**src/rtl/srp_pkg.sv**
```systemverilog
package srp_pkg;

    localparam int ADDR_W_DEF = 33;
    localparam int REQ_W_DEF  = 5;
    localparam int HI_W_DEF   = 12;

    localparam logic [1:0] PAR_PARKED = 2'b11;

    typedef enum logic {
        SUB_ONE = 1'b0,
        SUB_TWO = 1'b1
    } subphase_e;

    typedef struct packed {
        logic hi;   // parity over the high address group
        logic lo;   // parity over the low address group plus request lines
    } grp_par_t;

    // Place group parities onto the two wires; the grouping swaps in sub-phase 2.
    function automatic logic [1:0] route_par(grp_par_t g, subphase_e s);
        if (s == SUB_ONE) return {g.lo, g.hi};
        return {g.hi, g.lo};
    endfunction

endpackage

```
**src/rtl/srp_parity_gen.sv**
```systemverilog
module srp_parity_gen
    import srp_pkg::*;
#(
    parameter int ADDR_W = ADDR_W_DEF,
    parameter int REQ_W  = REQ_W_DEF,
    parameter int HI_W   = HI_W_DEF
) (
    input  logic [ADDR_W-1:0] addr,
    input  logic [REQ_W-1:0]  req,
    input  subphase_e         sub,
    output logic [1:0]        par
);
    localparam int LO_W = ADDR_W - HI_W;

    grp_par_t grp;

    // Wire-level parity: high when the count of low wires is even.
    always_comb begin
        grp.hi = ~(^(~addr[ADDR_W-1:LO_W]));
        grp.lo = ~(^(~{addr[LO_W-1:0], req}));
        par    = route_par(grp, sub);
    end

    always_comb begin
        if (&{addr, req}) begin
            AST_ALL_HIGH_PAR: assert (par == PAR_PARKED);
        end
    end

endmodule

```
**src/rtl/srp_tx_seq.sv**
```systemverilog
module srp_tx_seq
    import srp_pkg::*;
#(
    parameter int ADDR_W = ADDR_W_DEF,
    parameter int REQ_W  = REQ_W_DEF,
    parameter int HI_W   = HI_W_DEF
) (
    input  logic              clk,
    input  logic              rst,
    input  logic              strobe_n,
    input  logic [ADDR_W-1:0] addr,
    input  logic [REQ_W-1:0]  req,
    output logic [1:0]        par
);
    logic       in_sub2;
    subphase_e  cur_sub;
    logic [1:0] gen_par;

    always_ff @(posedge clk) begin
        if (rst) in_sub2 <= 1'b0;
        else     in_sub2 <= !strobe_n && !in_sub2;
    end

    assign cur_sub = in_sub2 ? SUB_TWO : SUB_ONE;

    srp_parity_gen #(.ADDR_W(ADDR_W), .REQ_W(REQ_W), .HI_W(HI_W)) u_gen (
        .addr (addr),
        .req  (req),
        .sub  (cur_sub),
        .par  (gen_par)
    );

    assign par = (!strobe_n || in_sub2) ? gen_par : PAR_PARKED;

    AST_TX_PARKED_IDLE: assert property (@(posedge clk) disable iff (rst)
        ($past(strobe_n) && strobe_n) |-> (par == PAR_PARKED));

endmodule

```
**src/rtl/srp_rx_check.sv**
```systemverilog
module srp_rx_check
    import srp_pkg::*;
#(
    parameter int ADDR_W = ADDR_W_DEF,
    parameter int REQ_W  = REQ_W_DEF,
    parameter int HI_W   = HI_W_DEF
) (
    input  logic              clk,
    input  logic              rst,
    input  logic              strobe_n,
    input  logic [ADDR_W-1:0] addr,
    input  logic [REQ_W-1:0]  req,
    input  logic [1:0]        par_in,
    output logic [1:0]        err0,
    output logic [1:0]        err1,
    output logic              proto_err
);
    logic       in_sub2;
    logic [1:0] s1_miss;
    logic [1:0] exp_par;
    logic [1:0] miss;
    subphase_e  cur_sub;

    assign cur_sub = in_sub2 ? SUB_TWO : SUB_ONE;

    srp_parity_gen #(.ADDR_W(ADDR_W), .REQ_W(REQ_W), .HI_W(HI_W)) u_gen (
        .addr (addr),
        .req  (req),
        .sub  (cur_sub),
        .par  (exp_par)
    );

    assign miss = exp_par ^ par_in;

    always_ff @(posedge clk) begin
        if (rst) begin
            in_sub2   <= 1'b0;
            s1_miss   <= '0;
            err0      <= '0;
            err1      <= '0;
            proto_err <= 1'b0;
        end else begin
            err0      <= '0;
            err1      <= '0;
            proto_err <= 1'b0;
            if (!in_sub2) begin
                if (!strobe_n) begin
                    s1_miss <= miss;
                    in_sub2 <= 1'b1;
                end
            end else begin
                err0      <= {miss[0], s1_miss[0]};
                err1      <= {miss[1], s1_miss[1]};
                proto_err <= !strobe_n;
                in_sub2   <= 1'b0;
            end
        end
    end

    AST_REPORT_ONE_CYCLE: assert property (@(posedge clk) disable iff (rst)
        ((|err0) || (|err1) || proto_err) |=> !((|err0) || (|err1) || proto_err));

    AST_ERR_FROM_STROBE: assert property (@(posedge clk) disable iff (rst)
        ((|err0) || (|err1)) |-> !$past(strobe_n, 2));

    AST_PROTO_IN_SUB2: assert property (@(posedge clk) disable iff (rst)
        proto_err |-> ($past(!strobe_n) && $past(in_sub2)));

endmodule

```
**src/rtl/split_req_parity.sv**
```systemverilog
module split_req_parity
    import srp_pkg::*;
#(
    parameter int ADDR_W = ADDR_W_DEF,
    parameter int REQ_W  = REQ_W_DEF,
    parameter int HI_W   = HI_W_DEF
) (
    input  logic              clk,
    input  logic              rst,
    input  logic              tx_strobe_n,
    input  logic [ADDR_W-1:0] tx_addr,
    input  logic [REQ_W-1:0]  tx_req,
    output logic [1:0]        tx_par,
    input  logic              rx_strobe_n,
    input  logic [ADDR_W-1:0] rx_addr,
    input  logic [REQ_W-1:0]  rx_req,
    input  logic [1:0]        rx_par,
    output logic [1:0]        rx_err0,
    output logic [1:0]        rx_err1,
    output logic              rx_proto_err
);

    srp_tx_seq #(.ADDR_W(ADDR_W), .REQ_W(REQ_W), .HI_W(HI_W)) u_tx (
        .clk      (clk),
        .rst      (rst),
        .strobe_n (tx_strobe_n),
        .addr     (tx_addr),
        .req      (tx_req),
        .par      (tx_par)
    );

    srp_rx_check #(.ADDR_W(ADDR_W), .REQ_W(REQ_W), .HI_W(HI_W)) u_rx (
        .clk       (clk),
        .rst       (rst),
        .strobe_n  (rx_strobe_n),
        .addr      (rx_addr),
        .req       (rx_req),
        .par_in    (rx_par),
        .err0      (rx_err0),
        .err1      (rx_err1),
        .proto_err (rx_proto_err)
    );

endmodule

```
**config.mk**
```make
export PLATFORM = sky130hd
export DESIGN_NAME = split_req_parity
export DESIGN_NICKNAME = d
export VERILOG_FILES = /design/src/rtl/srp_pkg.sv /design/src/rtl/srp_parity_gen.sv /design/src/rtl/srp_tx_seq.sv /design/src/rtl/srp_rx_check.sv /design/src/rtl/split_req_parity.sv
export SDC_FILE = /design/constraint.sdc
export NUM_CORES = 1
export LEC_CHECK = 0
export ABC_AREA = 1
export BUFFER_PORTS_ARGS = -buffer_cell sky130_fd_sc_hd__buf_2
export CORE_UTILIZATION = 40
export DETAILED_ROUTE_END_ITERATION = 8
export GPL_TIMING_DRIVEN = 1
export MAX_ROUTING_LAYER = met4
export PLACE_DENSITY = 0.77
export SLEW_MARGIN = 25
export SYNTH_ARGS = -nofsm -noshare
export SYNTH_HDL_FRONTEND = slang
export SYNTH_SLANG_ARGS = --single-unit
```
**constraint.sdc**
```tcl
create_clock -name clk -period 1.1 [get_ports clk]
set_input_delay 0.11 -clock clk [delete_from_list [all_inputs] [get_ports clk]]
set_output_delay 0.11 -clock clk [all_outputs]
set_load 0.05 [all_outputs]
```
# Word-level counts from Yosys, hierarchy flattened
# Index checks and enable logic that the tools add are counted.
# op_classes
muxes,6
bitwise,11
reduce_logical,12
# ops
op,count
inverter 26 bit,2
XOR reduction 26 bit,2
inverter 12 bit,2
XOR reduction 12 bit,2
two-way mux 2 bit,3
inverter 1 bit,6
OR reduction 2 bit,2
logical NOT 1 bit,3
two-way mux 1 bit,3
AND reduction 2 bit,1
bitwise XOR 2 bit,1
logical AND 1 bit,1
logical OR 1 bit,1
# totals
reg_bits,9
out_inout_bits,7
wordCells,35

# Longest topological paths before layout
# Gate-level depths: netlist of run 1.
# logic_depth
word_depth,5
depth_mapped,16
mapped_depth_nobuf,16

# Modules after synthesis
# From an unflattened synthesis of run 1, not the netlist that was laid out.
# hier_totals
cells_unflattened,383
area_unflattened_um2,1819.2
# modules_own_cells
module,instances,cells_each,area_each_um2,seq_area_each_um2
srp_parity_gen,2,167,740.7,0.0
srp_rx_check,1,39,281.5,160.2
srp_tx_seq,1,10,56.3,20.0

# Worst setup path before layout of run 1
# Ideal clock, no wire load.
# synth_path
path_type,input-to-output
from,input tx_addr[5]
to,output tx_par[0]
arrival_time_ns,1.640
required_time_ns,0.990
setup_slack_ns,-0.650
stages,9
path_buffers,0
path_cell_list,xnor2_1 xnor2_1 xor2_1 inv_1 nand2_1 nand2_1 nand3_1 nand2_1 a21oi_1
# synth_via
elab_chain_cells,5
# synth_rtl
element,line,source
"start, declared",split_req_parity.sv:11,"input logic [ADDR_W-1:0] tx_addr,"
inverter 26 bit,srp_parity_gen.sv:20,"grp.lo = ~(^(~{addr[LO_W-1:0], req}));"
XOR reduction 26 bit,srp_parity_gen.sv:20,
inverter 1 bit,srp_parity_gen.sv:20,
two-way mux 2 bit,srp_pkg.sv:22,"return {g.hi, g.lo};"
two-way mux 2 bit,srp_tx_seq.sv:33,assign par = (!strobe_n || in_sub2) ? gen_par : PAR_PARKED;
"end, declared",split_req_parity.sv:13,"output logic [1:0] tx_par,"
# Every way passes these cells.

# Worst setup path after layout of run 1
# layout_path
from,input tx_addr[6]
to,output tx_par[1]
# The elaborated chain is that of the path after synthesis.

==> results of run 1 <==
worst paths after layout:
path,start,endpoint,slack [ps],depth (start not counted)
max reg2reg,u_rx.in_sub2$_SDFF_PP0_,u_rx.s1_miss[1]$_SDFFE_PP0P_,70,6
max,tx_addr[6],tx_par[1],-390,11
min reg2reg,u_rx.s1_miss[0]$_SDFFE_PP0P_,u_rx.err0[0]$_SDFF_PP0_,440,2
min,rx_strobe_n,u_rx.proto_err$_SDFF_PP0_,70,2
per-layer routing:
metal	GRT usage	part of all wire	vias to the layer above
met4	0.0500	0.019	0
met2	0.368	0.59	63
met1	0.191	0.35	856
met3	0.0196	0.040	9
li1	-	-	1033
met5	-	0	-
flip-flops by register name (all words and copies together) (netlist names):
| name | flops |
|---|---|
| u_rx.err0 | 2 |
| u_rx.err1 | 2 |
| u_rx.s1_miss | 2 |
| u_rx.in_sub2 | 1 |
| u_rx.proto_err | 1 |
| u_tx.in_sub2 | 1 |
metrics by stage:
| stage | setup slack [ps] | TNS [ps] | instances | area, um2 | util |
|---|---|---|---|---|---|
| floorplan | -265 | -514 | 280 | 1630 | - |
| global placement | -489 | -1880 | 420 | 2160 | 0.585 |
| detailed placement | -498 | -2010 | 420 | 2160 | 0.585 |
| CTS | -358 | -808 | 427 | 2470 | 0.670 |
| global route | -462 | -1550 | 428 | 2830 | 0.767 |
| finish | -386 | -1010 | 428 | 2830 | 0.767 |
synthesized netlist by cell type:
master and n:
xnor2_2 8, a21oi_1 6, nor2_2 1, dfxtp_1 9, nand2_1 136, or2_2 1, xnor2_1 27, nand2_2 4
xor2_2 1, xor2_1 10, nor2_1 10, inv_2 1, inv_1 40, nand3_1 26
layout by cell type (no fill, tap or decap), drive strengths merged:
| cell | instances |
|---|---|
| dfxtp | 9 |
| buf | 96 |
| clkbuf | 4 |
| clkinv | 1 |
| or2 | 1 |
| xnor2 | 35 |
| nand2 | 140 |
| nand3 | 26 |
| xor2 | 11 |
| nor2 | 11 |
| a21oi | 6 |
| inv | 40 |
worst register-to-register path: cells and delay by family (launching register included):
family	cells	cell delay [ps]
DFF	1	320
and+or+nand+nor	4	400
buffers and inverters	2	220
layout make-up:
class                      instances  area, um2  share of cell area
inverter                          41        194              0.0686
multi-input combinational        230       1690               0.596
tap                               48       60.1              0.0212
timing repair buffer              96        663               0.235
sequential                         9        180              0.0637
clock buffer                       4       45.0              0.0159
logic make-up after synthesis:
kind of cell / after synthesis / share of synthesized area
simple gates: 178 / 0.462
flops: 9 / 0.116
buf+inv: 41 / 0.0993
xor+xnor: 46 / 0.303
compound gates: 6 / 0.0194
repair_timing:
action | in CTS | in global routing
setup buffers | 3 | 1
pin swaps | 34 | 75
endpoints found under the setup margin | 4 | 6
resized for setup | 55 | 114
where the power goes:
| part | leakage, nW | internal, W | switching (W) | total [W] |
|---|---|---|---|---|
| Sequential | 0.0737 | 0.000345 | 0.00000610 | 0.000351 |
| Combinational | 1.49 | 0.000841 | 0.00106 | 0.00190 |
| Clock | 0.0228 | 0.000252 | 0.000130 | 0.000382 |
| Total | 1.58 | 0.00144 | 0.00119 | 0.00263 |
==> flow_summary.yaml, run 1 <==
floorplanning:
  io_pins: 89
  initial_core_util: 0.420
  die_y_um: 64.3
  dieArea_um2: 4130
  die_x_um: 64.3
  core_area_um2: 3690
  rows: 22
routing:
  ant_nets: 0
  vias_per_cell: 4.58
  wirelength_um: 4470
  num_vias: 1961
  drt_iter0_markers: 41
  first_pass_iters: 4
  wire_per_inst_um: 10.4
  drcViolationCount: 0
power:
  leakagePower_nw: 1.58
  pwr_density_cell_nw_per_um2: 930
  vdd_ir_drop_max_mv: 0.643
  fin_total_pwr_w: 0.00263
synth:
  post-synth-top-area-cell: "nand2_1"
  synth_warnings: 0
  syn_area_per_cell_um2: 5.54
  yosysTopAreaCellShare: 0.329
  syn_inst: 280
  synthesis.nets: 362
  ys_seq_area_frac: 0.116
  synth_cell_type_count: 14
  synth_area_leaders: "nand2_1 (33%), xnor2_1 (15%), dfxtp_1 (12%)"
  ys_seq_elements: 9
  syn_area_um2: 1550
critical_path:
  critPathSlowestCell: "xor2_1"
  worstSetupEndpointType: "output pin"
  worst-path-max-fanout: 2
  crit_buf_inv: 3
  cp_slowest_stage_delay_ps: 190
  cp.required_ps: 990
  cp_cell_sequence: "buf_6 -> xnor2_2 -> xnor2_1 -> xor2_1 -> inv_1 -> nand2_2 -> nand2_2 -> nand3_2 -> nand2_4 -> a21oi_4 -> buf_6"
  start_kind: "input port"
  worstPathArrival_ps: 1380
  critPathKind: "input port to output pin"
  path_delay_family: "XOR/XNOR gates"
run:
  cap_violations: 0
sta:
  layout_min_cycle_time_ps: 1490
  hold_violations: 0
  skew_ps: 2.87
  hold_ws_ps: 65.1
  rsz0062_at_grt: "true"
  setup_viol: 5
  post-route-period-util: 1.35
  relSlewSlack: 0.795
  drv_slew: 0
  fmax_ghz: 0.673
  worst_slew_pin_slew_ps: 307
  fin_ws_ps: -386
grt:
  grt_remaining_overflow: 0
  first_global_vias: 1744
  grt_pass1_wl_um: 6170
  grt_usage: 0.187
  grt_max_degree: 6
  antenna_found_initial: 0
cts:
  cts-htree-levels: 1
  cts_tree: "yes"
  cts_sinks: 9
  clk_pin_slew_ps: 40
  numCtsBuffers: 3
  cts_buffer_depth: 2
  hold_buffers: 0
  cts_root_buffer: "clkbuf_8"
  insertion_delay_ps: 230
final_layout:
  drive_above_1_share: 0.629
  diodes: 0
  fillers: 284
  area_delta_synth_final_pct: 82.4
  nets: 463
placed_design:
  gp_congestion: 0.848
  dpl.hpwl_um: 2840
  port_buffers: 88
status:
  status: "complete, but fails checks"
  violations: "negative setup slack"
hold_path:
  hold_path.class: "input port to flip-flop"
No activity file was read; power rests on OpenSTA's default activity.
==> run 2: changes to the inputs <==
Settings changed: CORE_UTILIZATION 40 to 41, CTS_BUF_LIST from default to sky130_fd_sc_hd__clkbuf_8, PLACE_DENSITY 0.77 to 0.79, REMOVE_ABC_BUFFERS from default to 1.
==> run 2 against run 1 <==
  * The flow still finishes with violations (negative setup slack)
  * Via count increased by 4.0%
  * Cell count decreased by 1.4%
  * Global-route usage increased by 0.98 points
  * Register-to-register slack got worse by 20 ps
  * Clock power shrank 5.5%
  * Maximum frequency rose by 2.1%
  * Critical endpoint is now tx_par[0]
  * Highest routed layer unchanged
==> flow_summary.yaml, run 2 (synthesis gave the netlist of run 1 again) <==
status:
  status: "complete, but fails checks"
  violations: "negative setup slack"
placed_design:
  port_buffers: 88
  gp_congestion: 0.734
  post_dp_cell_area_um2: 2070
  dpl.hpwl_um: 2980
final_layout:
  drive_above_1_share: 0.644
  nets: 459
  layout_commonest_cell: "nand2_1"
  largest_registers: "u_rx.err0 (2), u_rx.err1 (2), u_rx.s1_miss (2)"
  diodes: 0
  final_area_um2: 2780
  mostFrequentLayoutCells: "nand2_1 (68), nand2_2 (62), buf_2 (62)"
  area_delta_synth_final_pct: 79.5
routing:
  num_vias: 2039
  wire_per_inst_um: 12.0
  drt_iter0_markers: 56
  ant_nets: 0
  first_pass_iters: 4
  drcViolationCount: 0
  vias_per_cell: 4.83
  wirelength_um: 5080
floorplanning:
  io_pins: 89
  core_area_um2: 3470
  dieArea_um2: 4030
  die_x_um: 63.5
  die_y_um: 63.5
  rows: 21
  initial_core_util: 0.447
power:
  combPwrFrac: 0.719
  vdd_ir_drop_max_mv: 0.536
  switching_power_w: 0.00116
  p_clk_frac: 0.142
  switching_share: 0.457
  leakagePower_nw: 1.54
  internal_power_w: 0.00138
  fin_total_pwr_w: 0.00254
  pwr_density_cell_nw_per_um2: 912
  seqPwrFrac: 0.139
cts:
  cts_sinks: 9
  cts_root_buffer: "clkbuf_8"
  cts-htree-levels: 1
  clk_pin_slew_ps: 40
  hold_buffers: 0
  cts_buffer_depth: 2
  numCtsBuffers: 3
  cts_tree: "yes"
  insertion_delay_ps: 230
sta:
  relSlewSlack: 0.820
  worst_slew_pin_slew_ps: 268
  post-route-period-util: 1.32
  skew_ps: 2.89
  fin_ws_ps: -354
  setup_viol: 6
  rsz0062_at_grt: "true"
  fmax_ghz: 0.688
  drv_slew: 0
  hold_violations: 0
  layout_min_cycle_time_ps: 1450
critical_path:
  endpoint: "tx_par[0]"
  cp.required_ps: 990
  rr_startpoint: "u_rx.in_sub2$_SDFF_PP0_"
  worstSetupEndpointType: "output pin"
  worst-path-max-fanout: 2
  critPathKind: "input port to output pin"
  worstPathArrival_ps: 1340
  startpoint: "tx_addr[8]"
  r2r_cells: 5
  rrSetupSlack_ps: 50
  r2r_end: "u_rx.s1_miss[1]$_SDFFE_PP0P_"
  start_kind: "input port"
grt:
  grt_usage: 0.196
  antenna_found_initial: 0
  grt_pass1_wl_um: 6420
  grt_remaining_overflow: 0
  grt_max_degree: 6
  first_global_vias: 1775
run:
  cap_violations: 0
hold_path:
  hold_path.class: "input port to flip-flop"
-- run 2: how the worst min path moves through the flow --
stage                 from                        end  slack, ps  cells past startpoint
2_1_floorplan          rst    u_rx.in_sub2$_SDFF_PP0_        180                      1
3_3_place_gp   rx_strobe_n  u_rx.proto_err$_SDFF_PP0_        300                      2
3_5_place_dp   rx_strobe_n  u_rx.proto_err$_SDFF_PP0_        300                      2
4_1_cts        rx_strobe_n  u_rx.proto_err$_SDFF_PP0_         60                      2
5_1_grt        rx_strobe_n  u_rx.proto_err$_SDFF_PP0_        100                      2
6_report       rx_strobe_n  u_rx.proto_err$_SDFF_PP0_         90                      2
-- run 2: critical path, cell delays in order --
cell and delay [ps]:
buf_6 90, xnor2_2 120, xnor2_1 180, xor2_1 200, inv_1 70, nand2_2 60
nand2_1 50, nand3_1 70, nand2_2 70, a21oi_2 140, buf_6 170
-- run 2: cell type report --
| class | count | area (um2) |
|---|---|---|
| multi-input cells | 230 | 1690 |
| fillers | 260 | 686 |
| repair buffers | 92 | 627 |
| inverters | 41 | 181 |
| flip-flops and latches | 9 | 180 |
| well taps | 46 | 57.6 |
| clock buffers | 3 | 41.3 |
| clock inverters | 1 | 3.75 |
-- run 2: power groups by stage --
stage	logic, W	clock network [W]	registers [W]
5_1_grt	0.00198	0.000392	0.000353
4_1_cts	0.00147	0.000369	0.000352
2_1_floorplan	0.000901	0	0.000377
6_report	0.00182	0.000361	0.000353
3_3_place_gp	0.00123	0	0.000357
3_5_place_dp	0.00126	0	0.000357
-- run 2: repair_timing --
| item | 4_1_cts | 5_1_grt |
|---|---|---|
| pin swaps | 30 | 92 |
| endpoints found under the setup margin | 4 | 6 |
| buffers inserted | 0 | 1 |
| resized for setup | 56 | 138 |
-- run 2: per-stage QoR --
step	hold slack (ps)	util	setup TNS (ps)	std cells	setup slack [ps]
finish	92.7	0.802	-1330	422	-354
global route	99.4	0.802	-1860	422	-472
CTS	59.1	0.672	-811	421	-398
detailed placement	299	0.597	-1860	417	-495
global placement	298	0.597	-1700	417	-423
floorplan	182	-	-1310	280	-650
-- run 2: routing by layer --
metal | global-route usage | share of wire | vias up
li1 | - | - | 1031
met1 | 0.205 | 0.35 | 916
met2 | 0.378 | 0.58 | 76
met3 | 0.0127 | 0.038 | 16
met4 | 0.0739 | 0.027 | 0
met5 | - | 0 | -
==> run 3: changes to the inputs <==
Settings changed: CELL_PAD_IN_SITES_DETAIL_PLACEMENT from default to 1, CELL_PAD_IN_SITES_GLOBAL_PLACEMENT from default to 2, CORE_UTILIZATION 41 to 19, PLACE_DENSITY 0.79 to default, PLACE_DENSITY_LB_ADDON from default to 0.1.
==> run 3 against run 2 <==
  * The run still ends with negative setup slack left
  * Sequential power about the same
  * Total power up 0.57%
  * Clock skew up 1.5 ps
  * Utilization down 43 points
  * Critical path depth down 1
  * Non-clock buffer count up 4
  * Routed wire length down 13%
  * Sequential share of layout area down 0.22 points
  * Global-route usage down 9.6 points
  * Combinational power about the same
  * Design area up 3.6%
==> flow_summary.yaml, run 3 (synthesis gave the netlist of run 1 again) <==
sta:
  skew_ps: 4.42
  fmax_ghz: 0.694
  fin_ws_ps: -342
  layout_min_cycle_time_ps: 1440
  hold_violations: 0
  setup_viol: 4
  rsz0062_at_grt: "true"
  post-route-period-util: 1.31
  worst_slew_pin_slew_ps: 266
  relSlewSlack: 0.822
  drv_slew: 0
final_layout:
  nets: 463
  mostFrequentLayoutCells: "nand2_2 (72), buf_2 (63), nand2_1 (55)"
  postLayoutCoreUtil: 0.369
  stdcell_count: 482
  layout_commonest_cell: "nand2_2"
  drive_above_1_share: 0.666
  diodes: 0
  area_delta_synth_final_pct: 86.0
  largest_registers: "u_rx.err0 (2), u_rx.err1 (2), u_rx.s1_miss (2)"
cts:
  cts-htree-levels: 1
  cts_buffer_depth: 2
  cts_root_buffer: "clkbuf_8"
  insertion_delay_ps: 230
  numCtsBuffers: 3
  cts_tree: "yes"
  cts_sinks: 9
  hold_buffers: 0
  clk_pin_slew_ps: 50
routing:
  ant_nets: 0
  vias_per_cell: 4.11
  drcViolationCount: 0
  wire_per_inst_um: 9.15
  wirelength_um: 4410
  first_pass_iters: 2
  num_vias: 1982
  drt_iter0_markers: 14
floorplanning:
  core_area_um2: 7810
  io_pins: 89
  die_y_um: 92.3
  initial_core_util: 0.199
  dieArea_um2: 8520
  rows: 32
  die_x_um: 92.3
critical_path:
  worstPathArrival_ps: 1330
  path_delay_family: "XOR/XNOR gates"
  critPathKind: "input port to output pin"
  cp.required_ps: 990
  worst-path-max-fanout: 2
  critPathSlowestCell: "xor2_1"
  crit_buf_inv: 3
  worstSetupEndpointType: "output pin"
  start_kind: "input port"
  cp_cell_sequence: "buf_6 -> xnor2_2 -> xnor2_1 -> xor2_1 -> buf_4 -> nand2_2 -> nand3_2 -> nand2_2 -> a21oi_2 -> buf_6"
  cp_slowest_stage_delay_ps: 190
grt:
  grt_pass1_wl_um: 7230
  first_global_vias: 1886
  grt_max_degree: 6
  antenna_found_initial: 0
  grt_remaining_overflow: 0
  grt_usage: 0.101
power:
  vdd_ir_drop_max_mv: 0.313
  pwr_density_cell_nw_per_um2: 885
  leakagePower_nw: 1.53
placed_design:
  dpl.hpwl_um: 3700
  port_buffers: 88
  post-place-ws_ps: -488
  place_inst: 474
  gp_congestion: 0.726
run:
  cap_violations: 0
status:
  status: "complete, but fails checks"
  violations: "negative setup slack"
hold_path:
  hold_path.class: "input port to flip-flop"
run 3: cell count changes in the layout (fill, tap and decap cells not counted), moves of 2 or more:
| cell | previous run | this run |
|---|---|---|
| nand2_1 | 68 | 55 |
| nand2_2 | 62 | 72 |
| xnor2_1 | 15 | 22 |
| xnor2_2 | 18 | 12 |
| inv_2 | 14 | 10 |
| inv_4 | 11 | 15 |
| nand2_4 | 10 | 13 |
| buf_4 | 10 | 12 |
run 3: worst paths after layout:
path                                              startpoint                        end  slack [ps]  cells past startpoint
worst max register to register       u_rx.in_sub2$_SDFF_PP0_    u_rx.err0[1]$_SDFF_PP0_         100                      3
worst min-delay path                             rx_strobe_n  u_rx.proto_err$_SDFF_PP0_          60                      2
worst max-delay path                              tx_addr[5]                  tx_par[1]        -340                     10
worst min register to register  u_rx.s1_miss[0]$_SDFFE_PP0P_    u_rx.err0[0]$_SDFF_PP0_         440                      2
run 3: layout make-up:
class / count / area, um2
fill: 1011 / 4920
multi-input combinational: 230 / 1680
timing repair buffer: 96 / 658
inverter: 41 / 191
sequential: 9 / 180
tap: 102 / 128
clock buffer: 3 / 41.3
clock inverter: 1 / 3.75
run 3: stage by stage:
step	area [um2]	total power, W	TNS (ps)	hold WS, ps
6_report	2880	0.00255	-810	56.6
5_1_grt	2880	0.00277	-1530	63.4
4_1_cts	2370	0.00217	-958	56.1
3_5_place_dp	2150	0.00166	-2240	310
3_3_place_gp	2150	0.00164	-2110	300
2_1_floorplan	1550	0.00128	-1310	182
run 3: power by group:
part	switching (W)	leakage, nW	internal (W)
registers	0.00000632	0.0737	0.000345
clock network	0.000132	0.0269	0.000243
logic	0.00100	1.43	0.000822
total	0.00114	1.53	0.00141
run 3: layer usage:
| layer | global-route usage | wire length, um | vias up | part of all wire |
|---|---|---|---|---|
| li1 | - | - | 1035 | - |
| met1 | 0.120 | 1820 | 888 | 0.41 |
| met2 | 0.189 | 2380 | 56 | 0.54 |
| met3 | 0.0107 | 205 | 3 | 0.047 |
| met4 | 0.00781 | 10 | 0 | 0.0023 |
| met5 | - | 0 | - | 0 |
run 3: timing repair:
| item | in CTS | in global routing |
|---|---|---|
| endpoints found under the setup margin | 6 | 6 |
| pin swaps | 17 | 85 |
| gates resized for setup | 43 | 171 |
| setup buffers | 0 | 4 |
run 3: worst reg2reg max path, cell delays in order (launching register included):
cell and delay [ps]:
dfxtp_1 340, inv_1 130, or2_2 360, a21oi_2 110
